## src/rtl/can_pd_pkg.sv

```systemverilog
package can_pd_pkg;

  typedef enum logic [1:0] {
    ST_RUN     = 2'd0,
    ST_PD_PEND = 2'd1,
    ST_PD      = 2'd2,
    ST_WAKING  = 2'd3
  } pd_state_t;

  // saturating increment of a count toward a limit
  function automatic logic [7:0] sat_inc(input logic [7:0] v, input logic [7:0] lim);
    return (v >= lim) ? lim : v + 8'd1;
  endfunction

  // next state of the sleep handshake
  function automatic pd_state_t pd_next(
    input pd_state_t st,
    input logic req, input logic init, input logic idle,
    input logic wake_hit, input logic settle_done);
    pd_state_t n;
    n = st;
    case (st)
      ST_RUN:     if (req) n = ST_PD_PEND;
      ST_PD_PEND: if (!req) n = ST_RUN; else if (idle) n = ST_PD;
      ST_PD:      if (wake_hit) n = ST_WAKING; else if (!req && !init) n = ST_RUN;
      ST_WAKING:  if (settle_done && !req) n = ST_RUN;
      default:    n = ST_RUN;
    endcase
    return n;
  endfunction

endpackage

```

## src/rtl/can_rx_sync.sv

```systemverilog
module can_rx_sync #(
  parameter int STAGES = 2
) (
  input  logic clk,
  input  logic rst_n,
  input  logic d_in,
  output logic d_out
);
  logic [STAGES-1:0] chain;

  generate
    for (genvar i = 0; i < STAGES; i++) begin : g_stage
      if (i == 0) begin : g_first
        always_ff @(posedge clk or negedge rst_n)
          if (!rst_n) chain[0] <= 1'b1;
          else        chain[0] <= d_in;
      end else begin : g_next
        always_ff @(posedge clk or negedge rst_n)
          if (!rst_n) chain[i] <= 1'b1;
          else        chain[i] <= chain[i-1];
      end
    end
  endgenerate

  assign d_out = chain[STAGES-1];
endmodule

```

## src/rtl/can_dom_filter.sv

```systemverilog
module can_dom_filter
  import can_pd_pkg::*;
#(
  parameter int DOM_FILT = 2
) (
  input  logic clk,
  input  logic rst_n,
  input  logic rx_s,
  output logic dom_seen
);
  localparam logic [7:0] LIM = 8'(DOM_FILT - 1);

  logic [7:0] run_len;

  always_ff @(posedge clk or negedge rst_n)
    if (!rst_n)    run_len <= 8'd0;
    else if (rx_s) run_len <= 8'd0;
    else           run_len <= sat_inc(run_len, LIM);

  // dominant sample now, with DOM_FILT-1 dominant samples directly before it
  assign dom_seen = !rx_s && (run_len == LIM);
endmodule

```

## src/rtl/can_pd_fsm.sv

```systemverilog
module can_pd_fsm
  import can_pd_pkg::*;
#(
  parameter int WAKE_DLY = 4
) (
  input  logic      clk,
  input  logic      rst_n,
  input  logic      pd_req,
  input  logic      wake_en,
  input  logic      init_bit,
  input  logic      bus_idle,
  input  logic      dom_seen,
  output pd_state_t st,
  output logic      wake_evt
);
  localparam logic [7:0] SLIM = 8'(WAKE_DLY - 1);

  pd_state_t  nxt;
  logic [7:0] settle;
  logic       wake_hit;
  logic       settle_done;

  assign wake_hit    = wake_en && dom_seen;
  assign settle_done = (settle == SLIM);
  assign nxt         = pd_next(st, pd_req, init_bit, bus_idle, wake_hit, settle_done);

  always_ff @(posedge clk or negedge rst_n)
    if (!rst_n) st <= ST_RUN;
    else        st <= nxt;

  always_ff @(posedge clk or negedge rst_n)
    if (!rst_n)                 settle <= 8'd0;
    else if (st != ST_WAKING)   settle <= 8'd0;
    else                        settle <= sat_inc(settle, SLIM);

  always_ff @(posedge clk or negedge rst_n)
    if (!rst_n) wake_evt <= 1'b0;
    else        wake_evt <= (st == ST_PD) && (nxt == ST_WAKING);
endmodule

```

## src/rtl/can_pd_wake_ctrl.sv

```systemverilog
module can_pd_wake_ctrl
  import can_pd_pkg::*;
#(
  parameter int SYNC_STAGES = 2,
  parameter int DOM_FILT    = 2,
  parameter int WAKE_DLY    = 4
) (
  input  logic clk,
  input  logic rst_n,
  input  logic pd_req,
  input  logic wake_en,
  input  logic init_bit,
  input  logic bus_idle,
  input  logic rx_pin,
  output logic pd_ack,
  output logic clk_en,
  output logic wake_evt
);
  logic      rx_s;
  logic      dom_seen;
  pd_state_t st;

  can_rx_sync #(.STAGES(SYNC_STAGES)) u_sync (
    .clk(clk), .rst_n(rst_n), .d_in(rx_pin), .d_out(rx_s));

  can_dom_filter #(.DOM_FILT(DOM_FILT)) u_filt (
    .clk(clk), .rst_n(rst_n), .rx_s(rx_s), .dom_seen(dom_seen));

  can_pd_fsm #(.WAKE_DLY(WAKE_DLY)) u_fsm (
    .clk(clk), .rst_n(rst_n), .pd_req(pd_req), .wake_en(wake_en),
    .init_bit(init_bit), .bus_idle(bus_idle), .dom_seen(dom_seen),
    .st(st), .wake_evt(wake_evt));

  assign pd_ack = (st == ST_PD);
  assign clk_en = (st != ST_PD);
endmodule

```

## config.mk

```make
export PLATFORM = sky130hd
export DESIGN_NAME = can_pd_wake_ctrl
export DESIGN_NICKNAME = d
export VERILOG_FILES = /design/src/rtl/can_pd_pkg.sv /design/src/rtl/can_rx_sync.sv /design/src/rtl/can_dom_filter.sv /design/src/rtl/can_pd_fsm.sv /design/src/rtl/can_pd_wake_ctrl.sv
export SDC_FILE = /design/constraint.sdc
export NUM_CORES = 1
export LEC_CHECK = 0
export BUFFER_PORTS_ARGS = -buffer_cell sky130_fd_sc_hd__buf_2
export CORE_ASPECT_RATIO = 1.4
export CORE_MARGIN = 3
export CORE_UTILIZATION = 35
export CTS_CLUSTER_SIZE = 25
export DETAILED_ROUTE_END_ITERATION = 6
export MAX_ROUTING_LAYER = met4
export SLEW_MARGIN = 20
export SYNTH_ARGS = -nofsm -noshare
export SYNTH_HDL_FRONTEND = slang
export SYNTH_HIERARCHICAL = 1
export SYNTH_SLANG_ARGS = --single-unit
```

## constraint.sdc

```tcl
create_clock -name clk -period 3.9 [get_ports clk]
set_clock_uncertainty 0.2 [all_clocks]
set_input_delay 0.585 -clock clk [delete_from_list [all_inputs] [get_ports clk]]
set_output_delay 0.585 -clock clk [all_outputs]
set_load 0.005 [all_outputs]
```

==> impl_results.md, run 1 <==
* Pre-CTS setup slack at roughly 1.9 ns
* Pre-antenna DRT Iters at 4
* Final Power at roughly 430 µW
* Setup slack of the worst register-to-register path at a little over 2 ns
* Effective utilization at floorplan at approximately two fifths
* Result of the run: completed
* WHS at 0.02727 ns
* Insertion delay of the later-clocked pin in the worst-skew pair at ~0.28 ns
* Final standard cell count with taps included and fillers excluded at 101
* Std-Cell Rows at 19
* Antenna violations before repair at 0
* Fraction of synthesized cell area taken by the top area cell type at roughly 60%
* Data arrival time of the worst path at 1.06 ns
* Power per standard cell area at approximately 460 nW/µm²
* Number of sinks driven by the clock tree at 21
* Synth-to-layout area growth at 16.41%
* Detailed-route DRC error count at 0
* Post-synthesis cell type count at 25
* Wire length of the first global-routing pass at ~1.9 mm
* Worst EP required at 3.12 ns
* Vias in the first global route at roughly 480
* Via count at between 400 and 500
* Post-DP HPWL at approximately 820 µm
* Cts-stage hold buffer count at 0
* Final Cell Area at 932.1 µm²
* Primary flip-flop cell chosen by synthesis mapping: sky130_fd_sc_hd__dfrtp_1
* Count of nets after finishing at just over 90
* RSZ-0062 raised after global routing: false
* Maximum number of pins on one net before global-route repair at 22
* Most frequently used cell type in the post-synthesis netlist: sky130_fd_sc_hd__dfrtp_1
* Root Buffer Master: sky130_fd_sc_hd__clkbuf_4
* Adder-Cell Fraction of Synth Area at between 6 and 7%
* Setup TNS at 0 ns
* Cells taking the most area after synthesis: sky130_fd_sc_hd__dfrtp_1, sky130_fd_sc_hd__dfstp_2, sky130_fd_sc_hd__ha_1, sky130_fd_sc_hd__nand3b_1, sky130_fd_sc_hd__o311a_1
* Die outline area at 2906 µm²
* Number of instances in the placed design at between 90 and 100
* Fraction of the yosys area taken by sequential cells at about two thirds
* Capturing element type of the critical path: primary output
* #FFs+latches synth at 21
* Number of DRC markers after the initial detailed-route iteration at 8
* Fraction of the mapped netlist area in compound gates at 6.875%
* Number of pins exceeding their max-slew limit in the final report at 0
* Worst setup path class: reg2out
* Cell area after synthesis at ~800 µm²
* Count of flip-flops with a built-in enable after synthesis at 0
* Total overflow reported by the global router at 0
* Clk slew on worst S/H paths at about 0.1 ns
* Io pins at 10
* Die outline width at approximately 46 µm
* Share of the clock period used by the worst path after layout at 47.41%
* Final critical-path setup slack at roughly 2.1 ns
* Buffers from clock root to sink, at most at 2
* XOR/XNOR Fraction of Synth Area at 0%
* Highest fanout seen on the critical path at 9
* Total GRT Usage at under 10%
* Max IR drop VDD at about 0.00023 V
* Number of cells upsized or downsized after cts at 0
* ANT cells at 0
* Crit path launch type: register
* Number of max-capacitance violations reported at 0
* Synthesized instance count at between 50 and 60
* Average size of a mapped cell at around 14 µm²
* Layout cell share with drive strength beyond 1 at 22.50%
* Maximum clock frequency at 0.5409 GHz
* Number of buffers inserted by post-CTS setup repair at 0
* Sequence of cells on the critical path: nand2b_1 > buf_2
* Critical path's slowest cell: sky130_fd_sc_hd__dfrtp_1
* Mux contribution to synthesized area at 0%
* Hold Fails Final Rpt at 0
* Class of the most critical hold timing path: in2async
* # H-tree levels at 1
* Minimum clock period at between 1.5 and 2 ns
* Core Footprint at a little over 2000 µm²
* Residual antenna-violating net count after detailed routing at 0
* Die height at ~63 µm
* IO buf count at 9
* CTS Buf Count at 3
* Number of failing setup endpoints in the final timing report at 0
* Ratio of routed vias to standard cells at 4.584
* Final Routed Wirelength at around 1.1 mm
* Basic-gate share of the synthesized area counting and, or, nand and nor cells at 17.66%
* Synth warnings at 6
* Cell type with the largest total area after synthesis: sky130_fd_sc_hd__dfrtp_1
* Leakage Power at about 0.44 nW
* Share of the core filled with cells in the final layout at a little under half
* Largest family of logic cells by synthesized area: simple AND/OR/NAND/NOR gates
* Global placement routability congestion at around 0.72
* Async SR Flop Fraction at 100.0%
* Placed inst area at just over 900 µm²
* List of most frequent post-synthesis cells: sky130_fd_sc_hd__dfrtp_1, sky130_fd_sc_hd__inv_1, sky130_fd_sc_hd__ha_1, sky130_fd_sc_hd__nand3b_1
* Longest individual stage delay on the worst path at roughly 0.48 ns
* CTS tree: built
* Drt wl/cell at between 10 and 15 µm
[flip-flops by register name (all words and copies together), names as in the netlist]
register / flops
u_filt/run_len: 8
u_fsm/settle: 8
u_fsm/wake_evt: 1
u_sync/chain: 1
u_fsm/st: 2
u_sync/d_out: 1
[kinds of logic (layout without fill, tap and decap cells)]
kind of cell | Yosys count | after routing
buffers and inverters | 5 | 18
adder cells (fa/ha/maj) | 4 | 4
other | 2 | 11
AND/OR/NAND/NOR | 19 | 19
AO/OA/AOI/OAI | 7 | 7
flip-flops | 21 | 21
[worst max-delay path: cells and delay by family (launching register included)]
| family | cells | cell delay [ns] |
|---|---|---|
| flip-flops | 1 | 0.48 |
| buffers and inverters | 1 | 0.13 |
| AND/OR/NAND/NOR | 1 | 0.17 |
[placed cells by master (no fill, tap or decap)]
cell type / n
sky130_fd_sc_hd__dfstp_2: 2
sky130_fd_sc_hd__conb_1: 11
sky130_fd_sc_hd__clkbuf_4: 3
sky130_fd_sc_hd__clkbuf_1: 1
sky130_fd_sc_hd__nor4_1: 2
sky130_fd_sc_hd__nor2b_1: 2
sky130_fd_sc_hd__o31a_1: 1
sky130_fd_sc_hd__or4_1: 1
sky130_fd_sc_hd__or2_2: 1
sky130_fd_sc_hd__nand4b_1: 1
sky130_fd_sc_hd__nor3_1: 1
sky130_fd_sc_hd__nand3b_1: 3
sky130_fd_sc_hd__nand3_1: 1
sky130_fd_sc_hd__o211ai_1: 1
sky130_fd_sc_hd__or3_1: 1
sky130_fd_sc_hd__or4_4: 1
sky130_fd_sc_hd__o311a_1: 2
sky130_fd_sc_hd__a21o_1: 1
sky130_fd_sc_hd__a31oi_1: 1
sky130_fd_sc_hd__ha_1: 4
sky130_fd_sc_hd__nand4_1: 1
sky130_fd_sc_hd__nand2b_1: 2
sky130_fd_sc_hd__or4b_2: 1
sky130_fd_sc_hd__buf_2: 9
sky130_fd_sc_hd__dfrtp_1: 19
sky130_fd_sc_hd__o21ai_0: 1
sky130_fd_sc_hd__nor4b_2: 1
sky130_fd_sc_hd__inv_1: 5
[path summary, 6_finish.rpt]
check / from / end / cells past startpoint
max: u_fsm/st[0] / clk_en / 2
min: rst_n / u_filt/run_len[3] / 1
max reg2reg: u_fsm/settle[3] / u_fsm/settle[1] / 3
min reg2reg: u_sync/chain[0] / u_sync/d_out / 0
max in group asynchronous: rst_n / u_sync/d_out / 1
min in group clk: u_sync/chain[0] / u_sync/d_out / 0
[final cells by class]
cell class | count | area, µm²
fillers | 197 | 1136
flip-flops and latches | 21 | 528.0
multi-input cells | 41 | 287.8
repair buffers | 9 | 45.04
clock buffers | 4 | 26.28
well taps | 21 | 26.28
inverters | 5 | 18.77
[where the power goes]
group	leakage [nW]	internal [mW]	switching, mW	total, mW
clock network	0.0150	0.0397	0.0554	0.0951
registers	0.254	0.243	0.0265	0.269
logic	0.174	0.0380	0.0305	0.0685
total	0.443	0.320	0.112	0.433
[routing by layer]
layer,vias up,wire length (µm),track usage [%]
li1,240,-,-
met1,217,457,9.815
met2,4,559,14.48
met3,2,35,2.594
met4,0,14,6.406
met5,-,0,-
Power figures use the tool's default switching activity.
==> run 2, diff against run 1 <==
==> constraint.sdc (replaced) <==
create_clock -name clk -period 1.5 [get_ports clk]
set_clock_uncertainty 0.2 [all_clocks]
set_input_delay 0.225 -clock clk [delete_from_list [all_inputs] [get_ports clk]]
set_output_delay 0.225 -clock clk [all_outputs]
set_load 0.005 [all_outputs]
==> run 2 against run 1 <==
The flow now finishes with violations (setup timing). Cell count is 13% higher. Register-to-register slack got worse by 2.4 ns. Critical path depth grew 1. Clock-buffer cell count is the same. Power increased to 2.9 times the previous value. Critical endpoint is now u_fsm/settle[1]. Routed wire length grew 21%. Hold slack about the same. Via count rose by 14%.
==> impl_results.md, run 2 (same netlist as run 1, synthesis figures left out) <==
* Result of the run: finished with violations
* Violated checks: setup timing
* Die outline width at 46.43 µm (unchanged)
* Wire length of the first global-routing pass at 2.132 mm (+12%)
* Count of nets after finishing at 105 (+14%)
* Insertion delay of the later-clocked pin in the worst-skew pair at 0.30 ns (+0.02 ns)
* Global placement routability congestion at 0.7661 (+6.0%)
* Minimum clock period at 1.861 ns
* IO buf count at 9 (unchanged)
* Max IR drop VDD at 0.0008102 V (+250%)
* ANT cells at 0 (unchanged)
* Worst Hold Endpoint: u_fsm/st[1]
* Root Buffer Master: sky130_fd_sc_hd__clkbuf_4
* Most common cell after layout, fill and taps aside: sky130_fd_sc_hd__dfrtp_1
* R2r startpoint: u_fsm/settle[3]
* Setup slack of the worst register-to-register path at -0.36 ns (-2.42 ns)
* Crit path launch type: register
* Clk slew on worst S/H paths at 0.11 ns (about the same)
* Final Power at 1.272 mW (+190%)
* Std-Cell Rows at 19 (unchanged)
* Placed inst area at 928.4 µm² (+2.5%)
* RSZ-0062 raised after global routing: true
* Synth-to-layout area growth at 37.97%
* Total overflow reported by the global router at 0 (unchanged)
* Number of failing setup endpoints in the final timing report at 7 (+7)
* Share of the clock period used by the worst path after layout at 124.1%
* # H-tree levels at 1 (unchanged)
* Maximum number of pins on one net before global-route repair at 22 (unchanged)
* Setup TNS at -1.537 ns (-1.537 ns)
* Pre-CTS setup slack at -0.3288 ns (-2.195 ns)
* Multi-input combinational cell area at 346.6 µm² (+20%)
* Number of sinks driven by the clock tree at 21 (unchanged)
* Hold Fails Final Rpt at 0 (unchanged)
* Final critical-path setup slack at -0.3614 ns (-2.413 ns)
* CTS Buf Count at 3 (unchanged)
* Top library cells by usage in the layout, fill and taps aside: sky130_fd_sc_hd__dfrtp_1, sky130_fd_sc_hd__conb_1, sky130_fd_sc_hd__buf_2, sky130_fd_sc_hd__buf_4, sky130_fd_sc_hd__inv_1
* Final Cell Area at 1105 µm² (+19%)
* Pre-antenna DRT Iters at 2 (-2)
* Via count at 527 (+14%)
* Depth of the worst register-to-register path at 3 (unchanged)
* Vias in the first global route at 513 (+6.2%)
* Drt wl/cell at 11.38 µm (+7.6%)
* Capturing element type of the critical path: register
* Maximum clock frequency at roughly 0.54 GHz
* Effective utilization at floorplan at 38.72% (unchanged)
* Total GRT Usage at 10.92% (+1.5 points)
* Io pins at 10 (unchanged)
* Die outline area at 2906 µm² (unchanged)
* Antenna violations before repair at 0 (unchanged)
* CTS tree: built
* Number of filler instances in the final layout at 193 (-2.0%)
* Biggest registers after layout: u_filt/run_len: 8 flops, u_fsm/settle: 8 flops, u_fsm/st: 2 flops
* Residual antenna-violating net count after detailed routing at 0 (unchanged)
* Layout cell share with drive strength beyond 1 at 37.63% (+15 points)
* Core Footprint at 2068 µm² (unchanged)
* Post-DP HPWL at 777 µm (-5.8%)
* Terminus of the critical flop-to-flop path: u_fsm/settle[1]
* Buffers from clock root to sink, at most at 2 (unchanged)
* Die height at 62.60 µm (unchanged)
* Detailed-route DRC error count at 0 (unchanged)
* Data arrival time of the worst path at 1.86 ns (+0.80 ns)
* Ratio of routed vias to standard cells at 4.623 (+0.84%)
* Class of the most critical hold timing path: in2reg
* Worst setup path class: reg2reg
* Critical hold path startpoint: bus_idle
* Number of max-capacitance violations reported at 0 (unchanged)
* Power per standard cell area at 1151 nW/µm² (+150%)
* Highest fanout seen on the critical path at 2 (-7)
* Worst EP required at 1.50 ns (-1.62 ns)
* Final Routed Wirelength at 1.297 mm (+21%)
* Number of pins exceeding their max-slew limit in the final report at 0 (unchanged)
* WHS at 0.02745 ns (+0.0001841 ns)
* Leakage Power at 0.5230 nW (+18%)
* Number of DRC markers after the initial detailed-route iteration at 3 (-5)
* Hold path depth at 3
* Sequential cell area at 530.5 µm² (+0.47%)
## run 2: changes by cell type in the layout (fill, tap and decap cells not counted), sizes merged
cell         before  now
dlygate4sd3       0    4
buf               9   18
## run 2: metrics by stage
stage          instances  utilization [%]
3_3_place_gp         100            44.89
3_5_place_dp         100            44.89
5_1_grt              114            53.42
4_1_cts              110            50.82
6_report             114            53.42
2_1_floorplan         67                -
## run 2: layout make-up
| cell class | instances | area share [%] |
|---|---|---|
| inverter | 5 | 1.699 |
| sequential | 21 | 48.02 |
| multi-input combinational | 41 | 31.37 |
| tap | 21 | 2.378 |
| clock buffer | 4 | 2.378 |
| timing repair buffer | 22 | 14.16 |
## run 2: worst max path at each step
stage	startpoint	endpoint	cells after the start
after detailed placement	u_fsm/settle[3]	u_fsm/settle[0]	3
after global routing	u_fsm/settle[3]	u_fsm/settle[1]	3
final	u_fsm/settle[3]	u_fsm/settle[1]	3
after floorplan	u_fsm/settle[3]	u_fsm/settle[0]	3
after global placement	u_fsm/settle[3]	u_fsm/settle[1]	3
after CTS	u_fsm/settle[3]	u_fsm/settle[0]	3
## run 2: repair_timing
action | in CTS | in global routing
hold buffers | 4 | 0
pin swaps | 6 | 3
gates resized for setup | 9 | 5
buffers inserted | 2 | 5
setup endpoints to repair | 9 | 10
hold endpoints to repair | 24 | 0
## run 2: critical path, cell delays in order, from the launching register on
cell and delay, ns:
sky130_fd_sc_hd__dfrtp_1 0.38, sky130_fd_sc_hd__or4_4 0.54, sky130_fd_sc_hd__or3_4 0.34, sky130_fd_sc_hd__o311a_1 0.30
## run 2: report_power, final
part / switching, mW / internal (mW) / total [mW] / leakage [nW]
clock network: 0.159 / 0.104 / 0.263 / 0.0150
logic: 0.132 / 0.191 / 0.323 / 0.256
registers: 0.0498 / 0.636 / 0.686 / 0.252
total: 0.341 / 0.931 / 1.27 / 0.523
## run 2: layer usage
metal	track usage (%)	share of wire, %	routed length (µm)
met1	10.54	40	523
met2	16.90	52	680
met3	3.458	3.7	48
met4	8.541	3.4	44
met5	-	0	0
